--- config.mk ---
export PLATFORM = sky130hd
export DESIGN_NAME = stuffed_frame_rx
export DESIGN_NICKNAME = d
export VERILOG_FILES = /design/src/rtl/sfr_pkg.sv /design/src/rtl/sfr_decode.sv /design/src/rtl/sfr_flags.sv /design/src/rtl/sfr_len_ctr.sv /design/src/rtl/stuffed_frame_rx.sv
export SDC_FILE = /design/constraint.sdc
export NUM_CORES = 1
export LEC_CHECK = 0
export ABC_AREA = 1
export BUFFER_PORTS_ARGS = -buffer_cell sky130_fd_sc_hd__clkbuf_2
export CORE_ASPECT_RATIO = 0.9
export CORE_MARGIN = 5
export CORE_UTILIZATION = 25
export CTS_BUF_LIST = sky130_fd_sc_hd__clkbuf_16
export CTS_CLUSTER_DIAMETER = 30
export DETAILED_ROUTE_END_ITERATION = 6
export GPL_ROUTABILITY_DRIVEN = 0
export HOLD_SLACK_MARGIN = 0.1
export PLACE_DENSITY_LB_ADDON = 0.05
export SLEW_MARGIN = 20
export SYNTH_ARGS = -nofsm -noshare
export SYNTH_HDL_FRONTEND = slang
export SYNTH_HIERARCHICAL = 1
export SYNTH_SLANG_ARGS = --single-unit
--- constraint.sdc ---
create_clock -name clk -period 3.15 [get_ports clk]
set_input_delay 0.1575 -clock clk [delete_from_list [all_inputs] [get_ports clk]]
set_output_delay 0.1575 -clock clk [all_outputs]
set_load 0.01 [all_outputs]
--- src/rtl/sfr_pkg.sv ---
package sfr_pkg;

   typedef enum logic [1:0] {
      SFR_DROP  = 2'd0,
      SFR_PASS  = 2'd1,
      SFR_CLOSE = 2'd2
   } sfr_act_e;

endpackage

--- src/rtl/sfr_decode.sv ---
module sfr_decode
   import sfr_pkg::*;
#(
   parameter int          DATA_W = 8,
   parameter logic [7:0]  DELIM  = 8'h02,
   parameter logic [7:0]  ESC    = 8'h10
) (
   input  logic [DATA_W-1:0] byte_i,
   input  logic              esc_q,
   input  logic              frame_q,
   input  logic              len_zero,
   output sfr_act_e          act,
   output logic              esc_n,
   output logic              frame_n
);

   logic is_delim;
   logic is_esc;

   assign is_delim = (byte_i == DATA_W'(DELIM));
   assign is_esc   = (byte_i == DATA_W'(ESC));

   always_comb begin
      act     = SFR_DROP;
      esc_n   = esc_q;
      frame_n = frame_q;
      if (is_esc) begin
         if (!esc_q) begin
            esc_n = 1'b1;
         end else if (frame_q) begin
            act   = SFR_PASS;
            esc_n = 1'b0;
         end
      end else if (is_delim) begin
         if (!esc_q) begin
            if (!frame_q) begin
               frame_n = 1'b1;
            end else if (!len_zero) begin
               act     = SFR_CLOSE;
               frame_n = 1'b0;
            end
         end else begin
            esc_n = 1'b0;
            if (frame_q) begin
               act = SFR_PASS;
            end
         end
      end else if (frame_q) begin
         act = SFR_PASS;
      end
   end

endmodule

--- src/rtl/sfr_flags.sv ---
module sfr_flags (
   input  logic clk,
   input  logic rst,
   input  logic consume,
   input  logic esc_n,
   input  logic frame_n,
   output logic esc_q,
   output logic frame_q
);

   always_ff @(posedge clk) begin
      if (rst) begin
         esc_q   <= 1'b0;
         frame_q <= 1'b0;
      end else if (consume) begin
         esc_q   <= esc_n;
         frame_q <= frame_n;
      end
   end

   p_hold_idle_r10: assert property (@(posedge clk) disable iff (rst)
      !consume |=> $stable({esc_q, frame_q}));

   p_reset_clears_r12: assert property (@(posedge clk)
      rst |=> (!esc_q && !frame_q));

endmodule

--- src/rtl/sfr_len_ctr.sv ---
module sfr_len_ctr #(
   parameter int LEN_W = 8
) (
   input  logic clk,
   input  logic rst,
   input  logic inc,
   input  logic clr,
   output logic len_zero
);

   localparam logic [LEN_W-1:0] LEN_MAX = {LEN_W{1'b1}};

   logic [LEN_W-1:0] cnt;

   always_ff @(posedge clk) begin
      if (rst || clr) begin
         cnt <= '0;
      end else if (inc && (cnt != LEN_MAX)) begin
         cnt <= cnt + 1'b1;
      end
   end

   assign len_zero = (cnt == '0);

   p_saturate_r11: assert property (@(posedge clk) disable iff (rst)
      (cnt == LEN_MAX && !clr) |=> (cnt == LEN_MAX));

   p_clear_r5: assert property (@(posedge clk) disable iff (rst)
      clr |=> len_zero);

endmodule

--- src/rtl/stuffed_frame_rx.sv ---
module stuffed_frame_rx
   import sfr_pkg::*;
#(
   parameter int          DATA_W = 8,
   parameter int          LEN_W  = 8,
   parameter logic [7:0]  DELIM  = 8'h02,
   parameter logic [7:0]  ESC    = 8'h10
) (
   input  logic              clk,
   input  logic              rst,
   input  logic              in_valid,
   output logic              in_ready,
   input  logic [DATA_W-1:0] in_data,
   output logic              out_valid,
   input  logic              out_ready,
   output logic [DATA_W-1:0] out_data,
   output logic              out_eof
);

   initial begin
      assert (DATA_W >= 5 && DATA_W <= 8) else $error("DATA_W must hold both control codes");
      assert (LEN_W >= 1) else $error("LEN_W must be at least 1");
      assert (DELIM != ESC) else $error("delimiter and escape must differ");
   end

   sfr_act_e act;
   logic     esc_q, frame_q, esc_n, frame_n, len_zero, consume;

   sfr_decode #(.DATA_W(DATA_W), .DELIM(DELIM), .ESC(ESC)) u_dec (
      .byte_i   (in_data),
      .esc_q    (esc_q),
      .frame_q  (frame_q),
      .len_zero (len_zero),
      .act      (act),
      .esc_n    (esc_n),
      .frame_n  (frame_n)
   );

   assign in_ready  = (act == SFR_PASS) ? out_ready : 1'b1;
   assign consume   = in_valid && in_ready;
   assign out_valid = in_valid && (act == SFR_PASS);
   assign out_data  = in_data;
   assign out_eof   = in_valid && (act == SFR_CLOSE);

   sfr_flags u_flags (
      .clk     (clk),
      .rst     (rst),
      .consume (consume),
      .esc_n   (esc_n),
      .frame_n (frame_n),
      .esc_q   (esc_q),
      .frame_q (frame_q)
   );

   sfr_len_ctr #(.LEN_W(LEN_W)) u_len (
      .clk      (clk),
      .rst      (rst),
      .inc      (consume && (act == SFR_PASS)),
      .clr      (consume && (act == SFR_CLOSE)),
      .len_zero (len_zero)
   );

   p_payload_in_frame_r3: assert property (@(posedge clk) disable iff (rst)
      out_valid |-> frame_q);

   p_eof_alone_r5: assert property (@(posedge clk) disable iff (rst)
      out_eof |-> (!out_valid && in_ready && !len_zero));

   p_eof_closes_r5: assert property (@(posedge clk) disable iff (rst)
      out_eof |=> (!frame_q && len_zero && !out_eof));

   p_drop_no_stall_r2: assert property (@(posedge clk) disable iff (rst)
      (in_valid && !out_valid) |-> in_ready);

   p_backpressure_r10: assert property (@(posedge clk) disable iff (rst)
      (out_valid && !out_ready) |-> !in_ready);

endmodule

# --- Word level (Yosys, flattened, before mapping) ---
# Index checks and enable logic that the tools add are counted.
# W data, S select, Z words.
op_classes:
  add_sub_neg: 1
  n_eq_ne: 5
  mux: 14
  bitwise_logic: 2
  n_reduce_logical: 11
ops:
  columns: ["operator", "count"]
  rows:
  - ["$mux W2", 6]
  - ["$add A8 B1 Y8 const B", 1]
  - ["$eq A8 B2 Y1 const B", 1]
  - ["$eq A8 B5 Y1 const B", 1]
  - ["$logic_not A8 Y1", 1]
  - ["$mux W1", 8]
  - ["$ne A8 B8 Y1 const B", 1]
  - ["$logic_and A1 B1 Y1", 6]
  - ["$reduce_and A4 Y1", 1]
  - ["$eq A2 B1 Y1 const B", 1]
  - ["$eq A2 B2 Y1 const B", 1]
  - ["$not A1 Y1", 2]
  - ["$reduce_and A2 Y1", 1]
  - ["$reduce_bool A2 Y1", 1]
  - ["$logic_or A1 B1 Y1", 1]
word_totals:
  reg_bits: 10
  inputBits: 12
  output_inout_bits: 11
  word_cells: 36

# --- Depth between registers and ports, before layout ---
# Gate-level depths: netlist (run 1).
logic_depth:
  word_depth: 11
  ltp_mapped: 18
  ltp_nobuf: 17

# --- Modules after synthesis ---
# Netlist (run 1), hierarchy kept.
modules_own_cells:
  columns: ["mod", "instances", "cells_each", "area_each_um2", "seq_area_each_um2"]
  rows:
  - ["sfr_len_ctr", 1, 76, 485.5, 160.2]
  - ["sfr_decode", 1, 31, 146.4, 0.0]
  - ["stuffed_frame_rx", 1, 19, 116.4, 0.0]
  - ["sfr_flags", 1, 13, 81.3, 40.0]

# --- Least setup slack after synthesis (run 1) ---
# Ideal clock, no wire load.
synth_timing:
  path_type: "register to register"
  from: "reg u_len.cnt[0]"
  to: "reg u_len.cnt[5]"
  setup_ps: 115
  arrival_time_ps: 1768
  required_ps: 3035
  setup_slack_ps: 1267
  path_stages_with_launch: 19
  n_path_buf: 1
  synth_period_minus_slack_ps: 1883
  cell_sequence: "dfxtp_1 > inv_1 > ha_1 > nand3_1 > nor4_1 > inv_1 > nand2_1 > nor3_2 > inv_1 > nand2_1 > nor3_2 > buf_4 > nand2_1 > inv_1 > nand2_1 > nor2_1 > nand3_1 > nand2_1 > nor2_1"
synth_between:
  elab_chain_len: 11
  word_cells_on_any_way: 16
  cone_classes: "1 x add/sub; 3 x eq/ne; 6 x mux; 6 x reduce/logical"
synth_lines:
  columns: ["element", "line", "source"]
  rows:
  - ["start, declared", "sfr_len_ctr.sv:13", "logic [LEN_W-1:0] cnt;"]
  - ["start signal, assigned", "sfr_len_ctr.sv:19", "cnt <= cnt + 1'b1;"]
  - ["$logic_not A8 Y1 (*)", "sfr_len_ctr.sv:23", "assign len_zero = (cnt == '0);"]
  - ["net len_zero", "stuffed_frame_rx.sv:27", "logic esc_q, frame_q, esc_n, frame_n, len_zero, consume;"]
  - ["$mux W2 (*)", "sfr_decode.sv:38", "end else if (!len_zero) begin"]
  - ["$mux W2 (*)", "sfr_decode.sv:36", "if (!frame_q) begin"]
  - ["$mux W2 (*)", "sfr_decode.sv:35", "if (!esc_q) begin"]
  - ["$mux W2 (*)", "sfr_decode.sv:34", "end else if (is_delim) begin"]
  - ["$mux W2 (*)", "sfr_decode.sv:27", "if (is_esc) begin"]
  - ["net act[1]", "stuffed_frame_rx.sv:26", "sfr_act_e act;"]
  - ["$eq A2 B1 Y1", "stuffed_frame_rx.sv:39, stuffed_frame_rx.sv:58", null]
  - ["$mux W1", "stuffed_frame_rx.sv:39", "assign in_ready = (act == SFR_PASS) ? out_ready : 1'b1;"]
  - ["$logic_and A1 B1 Y1", "stuffed_frame_rx.sv:40", "assign consume = in_valid && in_ready;"]
  - ["$logic_and A1 B1 Y1, on equally long branches", "stuffed_frame_rx.sv:58, stuffed_frame_rx.sv:59", null]
  - ["$logic_and A1 B1 Y1 / $logic_or A1 B1 Y1 (equally long branches)", "sfr_len_ctr.sv:18, sfr_len_ctr.sv:16", null]
# Mark *: on every way through the listed nets, which the timed path passes. The rest lies on a longest branch.
# A chain may end at the register's enable or synchronous reset.

# --- Worst setup path after layout (run 1) ---
layout_timing:
  from: "reg u_len.cnt[0]"
  to: "reg u_len.cnt[7]"
# The elaborated chain is that of the path after synthesis.

==> metrics.cfg, run 1 <==
[timing]
skew_ps=2.05
timing.slew.headroom=0.595
rsz0062_at_grt=false
fin_crit_ps=2320
finalHoldViolations=0
drv_slew=0
worst_slack_ps=830
fin_crit_sh=0.736
finalSetupTns_ps=0
fmax_ghz=0.431
setup_viol=0
tightest_slew_ps=605

[cts]
htreeDepth=1
clockRootBuffer=clkbuf_16
clock_sinks=10
post_cts_buffers=0
numCtsBuffers=3
clock_latency_ps=240
cts_hold_buf=0
tritoncts=yes
clockBufferDepth=2
cts_resized=0
clk_pin_slew_ps=40

[routing]
wirelength_mm=1.83
vias=802
firstDrtPassIters=4
via_per_inst=4.05
drt_first_iter_violations=34
avgRoutedWirePerCell_um=9.23
post-route-drc-count=0
final_antenna_net_count=0

[critical_path]
crit_slowest_cell=nor3_2
critPathRequiredTime_ps=3330
cp_cell_sequence=inv_1 > ha_1 > nand3_1 > nor4_1 > inv_1 > nand2_1 > nor3_2 > inv_1 > nand2_1 > nor3_2 > nand2_1 > nor2_2 > nand3b_1 > nand2_1 > nand2_1 > nor2_1
cp_top_family=simple AND/OR/NAND/NOR gates
critPathKind=flip-flop to flip-flop
critPathMaxStageDelay_ps=420
crit_arrival_ps=2500
cp-end-kind=flip-flop
path_max_fanout=9
worst-path-buf-inv=3
crit_path_frequent_cell=nand2_1
crit_path_start_kind=flip-flop

[layout]
layout.cells.non_filler=198
final_common_cell=nand2_1
fin_util=0.322
most-common-layout-cells=32 x nand2_1, 26 x inv_1, 22 x clkbuf_2
num_antenna_cells=0
syn_to_final_growth_pct=21.0
layout.nets=171
layout-drive-gt1-share=0.244

[synth]
synth_top_area_share=0.241
ys_warn_count=6
syn_nets=153
synth_async_sr_flop_share=0
syn_avg_cell_area_um2=5.97
synth_top_area_cell=dfxtp_1
syn_area_um2=830
synth_area_leaders=dfxtp_1 24%, nand2_1 14%, inv_1 12%, nor2_1 9.5%, buf_4 8.1%
synth_seq_cells=10
synth_ff_type=dfxtp_1
syn-instance-count=139
ys_seq_area_frac=0.241
synth_cell_types=22
synth_edf_count=0

[grt]
antenna_found_initial=0
met3_usage=0.0170
top_usage_layer=met2
grt_pass1_vias=743
grt_overflow_total=0
grt_max_degree=11
grt_util_met2=0.123
grt_pass1_wl_mm=3.20
grt_util_all_layers=0.0863
grt_util_met1=0.120

[power]
p_per_area_nw_per_um2=416
p_leak_nw=0.526
ir_drop_v=0.000206
p_total_w=0.000418

[die]
die_x_um=70.7
die_area_um2=4570
die_y_um=64.6
core_um2=3110
start_util=0.266
rows=19
io_pins=23

[place]
hpwlAfterDp_mm=1.46
dp.cells=194
pre_cts_ws_ps=821
portBuffers=22

[run]
max_cap_violations=0

[run_status]
status=complete, no violations

[min_path]
hold_class=primary input to flip-flop

==> worst paths after layout <==
path / startpoint / to / slack, ps / cells after the start
max reg2reg: u_len/cnt[0] / u_len/cnt[7] / 830 / 16
min: rst / u_len/cnt[2] / 200 / 4
min reg2reg: u_flags/esc_q / u_flags/esc_q / 550 / 2
max: u_len/cnt[0] / u_len/cnt[7] / 830 / 16
==> cells by family (layout without fill, tap and decap cells) <==
logic type      after synthesis  count (layout)  share of synthesized area
flops                        10              10                      0.241
compound gates               10              10                     0.0633
fa+ha+maj                     2               2                     0.0302
buf+inv                      36              53                      0.204
simple gates                 81              81                      0.462
==> layer usage <==
metal	vias to the layer above	wire [µm]
li1	453	-
met1	327	990
met2	18	706
met3	4	82
met4	0	47
met5	-	0
==> report_power, final <==
group / internal, W / leakage (nW) / switching [W] / total (W)
Sequential: 0.000130 / 0.0810 / 0.00000435 / 0.000135
Clock: 0.000167 / 0.0385 / 0.0000650 / 0.000232
Combinational: 0.0000212 / 0.406 / 0.0000299 / 0.0000512
Total: 0.000318 / 0.526 / 0.0000993 / 0.000418
==> flip-flops by register name, indices dropped and copies added, names as in the netlist <==
name             cells
u_len/cnt            8
u_flags/esc_q        1
u_flags/frame_q      1
==> synthesized netlist by cell type (2+ instances only) <==
cell      count
a21oi_1       6
nand2_1      32
nand3b_1      2
inv_1        26
nor2_2        3
nand3_1       8
nor2_1       21
dfxtp_1      10
nand2_2       4
buf_4         9
o21ai_0       2
nor3_2        2
nor3_1        4
ha_1          2
==> tightest hold or removal path: stages <==
cell      delay (ps)
clkbuf_2         100
nor3_1            50
nand2_1           50
inv_1             30
==> area by class of cell <==
cell class,count,area [µm²]
Fill cell,351,2110
Multi-Input combinational cell,93,460
Sequential cell,10,200
Timing Repair Buffer,22,110
Inverter,27,101
Clock buffer,3,75.1
Tap cell,42,52.6
Clock inverter,1,3.75
==> per-stage QoR <==
| stage | hold slack [ps] | cell area (µm²) |
|---|---|---|
| floorplan | 311 | 830 |
| global placement | 460 | 925 |
| detailed placement | 455 | 925 |
| CTS | 203 | 1000 |
| global route | 230 | 1000 |
| finish | 201 | 1000 |
No activity file was read; power rests on OpenSTA's default activity.
==> run 2: changes to the inputs <==
clock period = 2.1 ns   (was 3.15 ns; I/O delays follow)
==> run 2 against run 1 <==
Combinational power increased by 62%; global-route usage is 0.39 points higher; final area increased by 5.0%.
==> metrics.cfg, run 2 (synthesis gave the netlist of run 1 again) <==
[timing]
drv_slew=0  ; unchanged
fin_crit_ps=1900
tightest_slew_ps=224  ; -381 ps
worst_slack_ps=196  ; -634 ps
timing.slew.headroom=0.850  ; +0.255
fin_crit_sh=0.907
fmax_ghz=0.525
finalSetupTns_ps=0  ; unchanged
setup_viol=0  ; unchanged
finalHoldViolations=0  ; unchanged
rsz0062_at_grt=false
skew_ps=1.15  ; -0.899 ps

[critical_path]
critPathMaxStageDelay_ps=360  ; -60 ps
crit_arrival_ps=1800  ; -700 ps
crit_path_frequent_cell=inv_1
cp_top_family=simple AND/OR/NAND/NOR gates
worst-path-buf-inv=5  ; +2
cp_cell_sequence=inv_1 > ha_1 > nand3_1 > nor4_2 > inv_1 > nand2_2 > nor3_2 > inv_1 > buf_4 > nor3_1 > clkbuf_2
crit_slowest_cell=dfxtp_1
path_max_fanout=4  ; -5
cp-end-kind=output pin
crit_path_start_kind=flip-flop
critPathKind=flip-flop to output pin
critPathRequiredTime_ps=2000  ; -1330 ps

[layout]
most-common-layout-cells=31 x nand2_1, 26 x inv_1, 22 x clkbuf_2
n_fill_cell=354  ; +0.85%
reg_top3=u_len/cnt: 8 flops, u_flags/esc_q: 1 flops, u_flags/frame_q: 1 flops
num_antenna_cells=0  ; unchanged
layout-drive-gt1-share=0.294  ; +0.0502
final_cell_area_um2=1050  ; +5.0%
regMostFlops=u_len/cnt
largest_reg_flops=8  ; unchanged
syn_to_final_growth_pct=27.0
final_common_cell=nand2_1
layout.nets=176  ; +2.9%

[run]
max_cap_violations=0  ; unchanged

[power]
p_per_area_nw_per_um2=591  ; +42%
ir_drop_v=0.000375  ; +82%
p_leak_nw=0.552  ; +5.1%
p_total_w=0.000623  ; +49%

[routing]
avgRoutedWirePerCell_um=9.14  ; -0.91%
vias=811  ; +1.1%
wirelength_mm=1.85  ; +1.1%
post-route-drc-count=0  ; unchanged
drt_first_iter_violations=37  ; +8.8%
via_per_inst=4.01  ; -0.88%
firstDrtPassIters=5  ; +1
final_antenna_net_count=0  ; unchanged

[die]
rows=19  ; unchanged
die_y_um=64.6  ; unchanged
die_area_um2=4570  ; unchanged
io_pins=23  ; unchanged
start_util=0.266  ; unchanged
core_um2=3110  ; unchanged
die_x_um=70.7  ; unchanged

[place]
place_area_um2=962  ; +4.1%
pre_cts_ws_ps=175  ; -647 ps
portBuffers=22  ; unchanged
hpwlAfterDp_mm=1.49  ; +1.8%

[grt]
grt_pass1_wl_mm=3.35  ; +4.7%
grt_max_degree=11  ; unchanged
antenna_found_initial=0  ; unchanged
grt_overflow_total=0  ; unchanged
grt_util_all_layers=0.0901  ; +0.00386
grt_pass1_vias=779  ; +4.8%

[cts]
clockBufferDepth=2  ; unchanged
clock_sinks=10  ; unchanged
htreeDepth=1  ; unchanged
clockRootBuffer=clkbuf_16
tritoncts=yes
clock_latency_ps=230  ; about the same
numCtsBuffers=3  ; unchanged
post_cts_buffers=0  ; unchanged
clk_pin_slew_ps=40  ; about the same

[run_status]
status=complete, no violations

[min_path]
hold_class=primary input to flip-flop

-- run 2: power breakdown --
| group | leakage [nW] | internal [W] | total, W | switching, W |
|---|---|---|---|---|
| clock network | 0.0370 | 0.000247 | 0.000339 | 0.0000913 |
| logic | 0.434 | 0.0000352 | 0.0000830 | 0.0000478 |
| registers | 0.0810 | 0.000195 | 0.000201 | 0.00000604 |
-- run 2: worst register-to-register path: cells and delay by family, from the launching register on --
kind,cells,cell delay (ps)
adders and majority gates,1,140
buffers and inverters,3,210
DFF,1,330
and+or+nand+nor,11,1100
-- run 2: layout make-up --
cell class | instances | area (µm²) | area share
Multi-Input combinational cell | 93 | 477 | 0.452
Sequential cell | 10 | 200 | 0.190
Timing Repair Buffer | 27 | 148 | 0.140
Inverter | 27 | 101 | 0.0962
Clock buffer | 3 | 75.1 | 0.0713
Tap cell | 42 | 52.6 | 0.0499
-- run 2: through the flow --
step | hold slack (ps) | util | std cells
final | 152 | 0.338 | 202
after floorplan | 258 | - | 139
after detailed placement | 402 | 0.309 | 199
after global routing | 187 | 0.338 | 202
after global placement | 407 | 0.309 | 199
after CTS | 152 | 0.333 | 202
-- run 2: path summary, 6_finish.rpt --
path	startpoint	to	slack, ps	depth (start not counted)
setup / recovery	u_len/cnt[1]	out_eof	200	11
hold / removal	rst	u_len/cnt[2]	150	4
setup reg to reg	u_len/cnt[1]	u_len/cnt[7]	220	15
hold reg to reg	u_len/cnt[1]	u_len/cnt[1]	540	2
-- run 2: what timing repair did --
action	CTS	global route
hold buffers	0	0
gates resized for setup	0	4
setup endpoints to repair	0	3
-- run 2: routing by layer --
metal | vias up | GRT usage | routed length [µm]
met2 | 20 | 0.131 | 721
li1 | 460 | - | -
met1 | 329 | 0.126 | 1010
met3 | 2 | 0.0201 | 89
met4 | 0 | 0.0423 | 27
met5 | - | 0 | 0
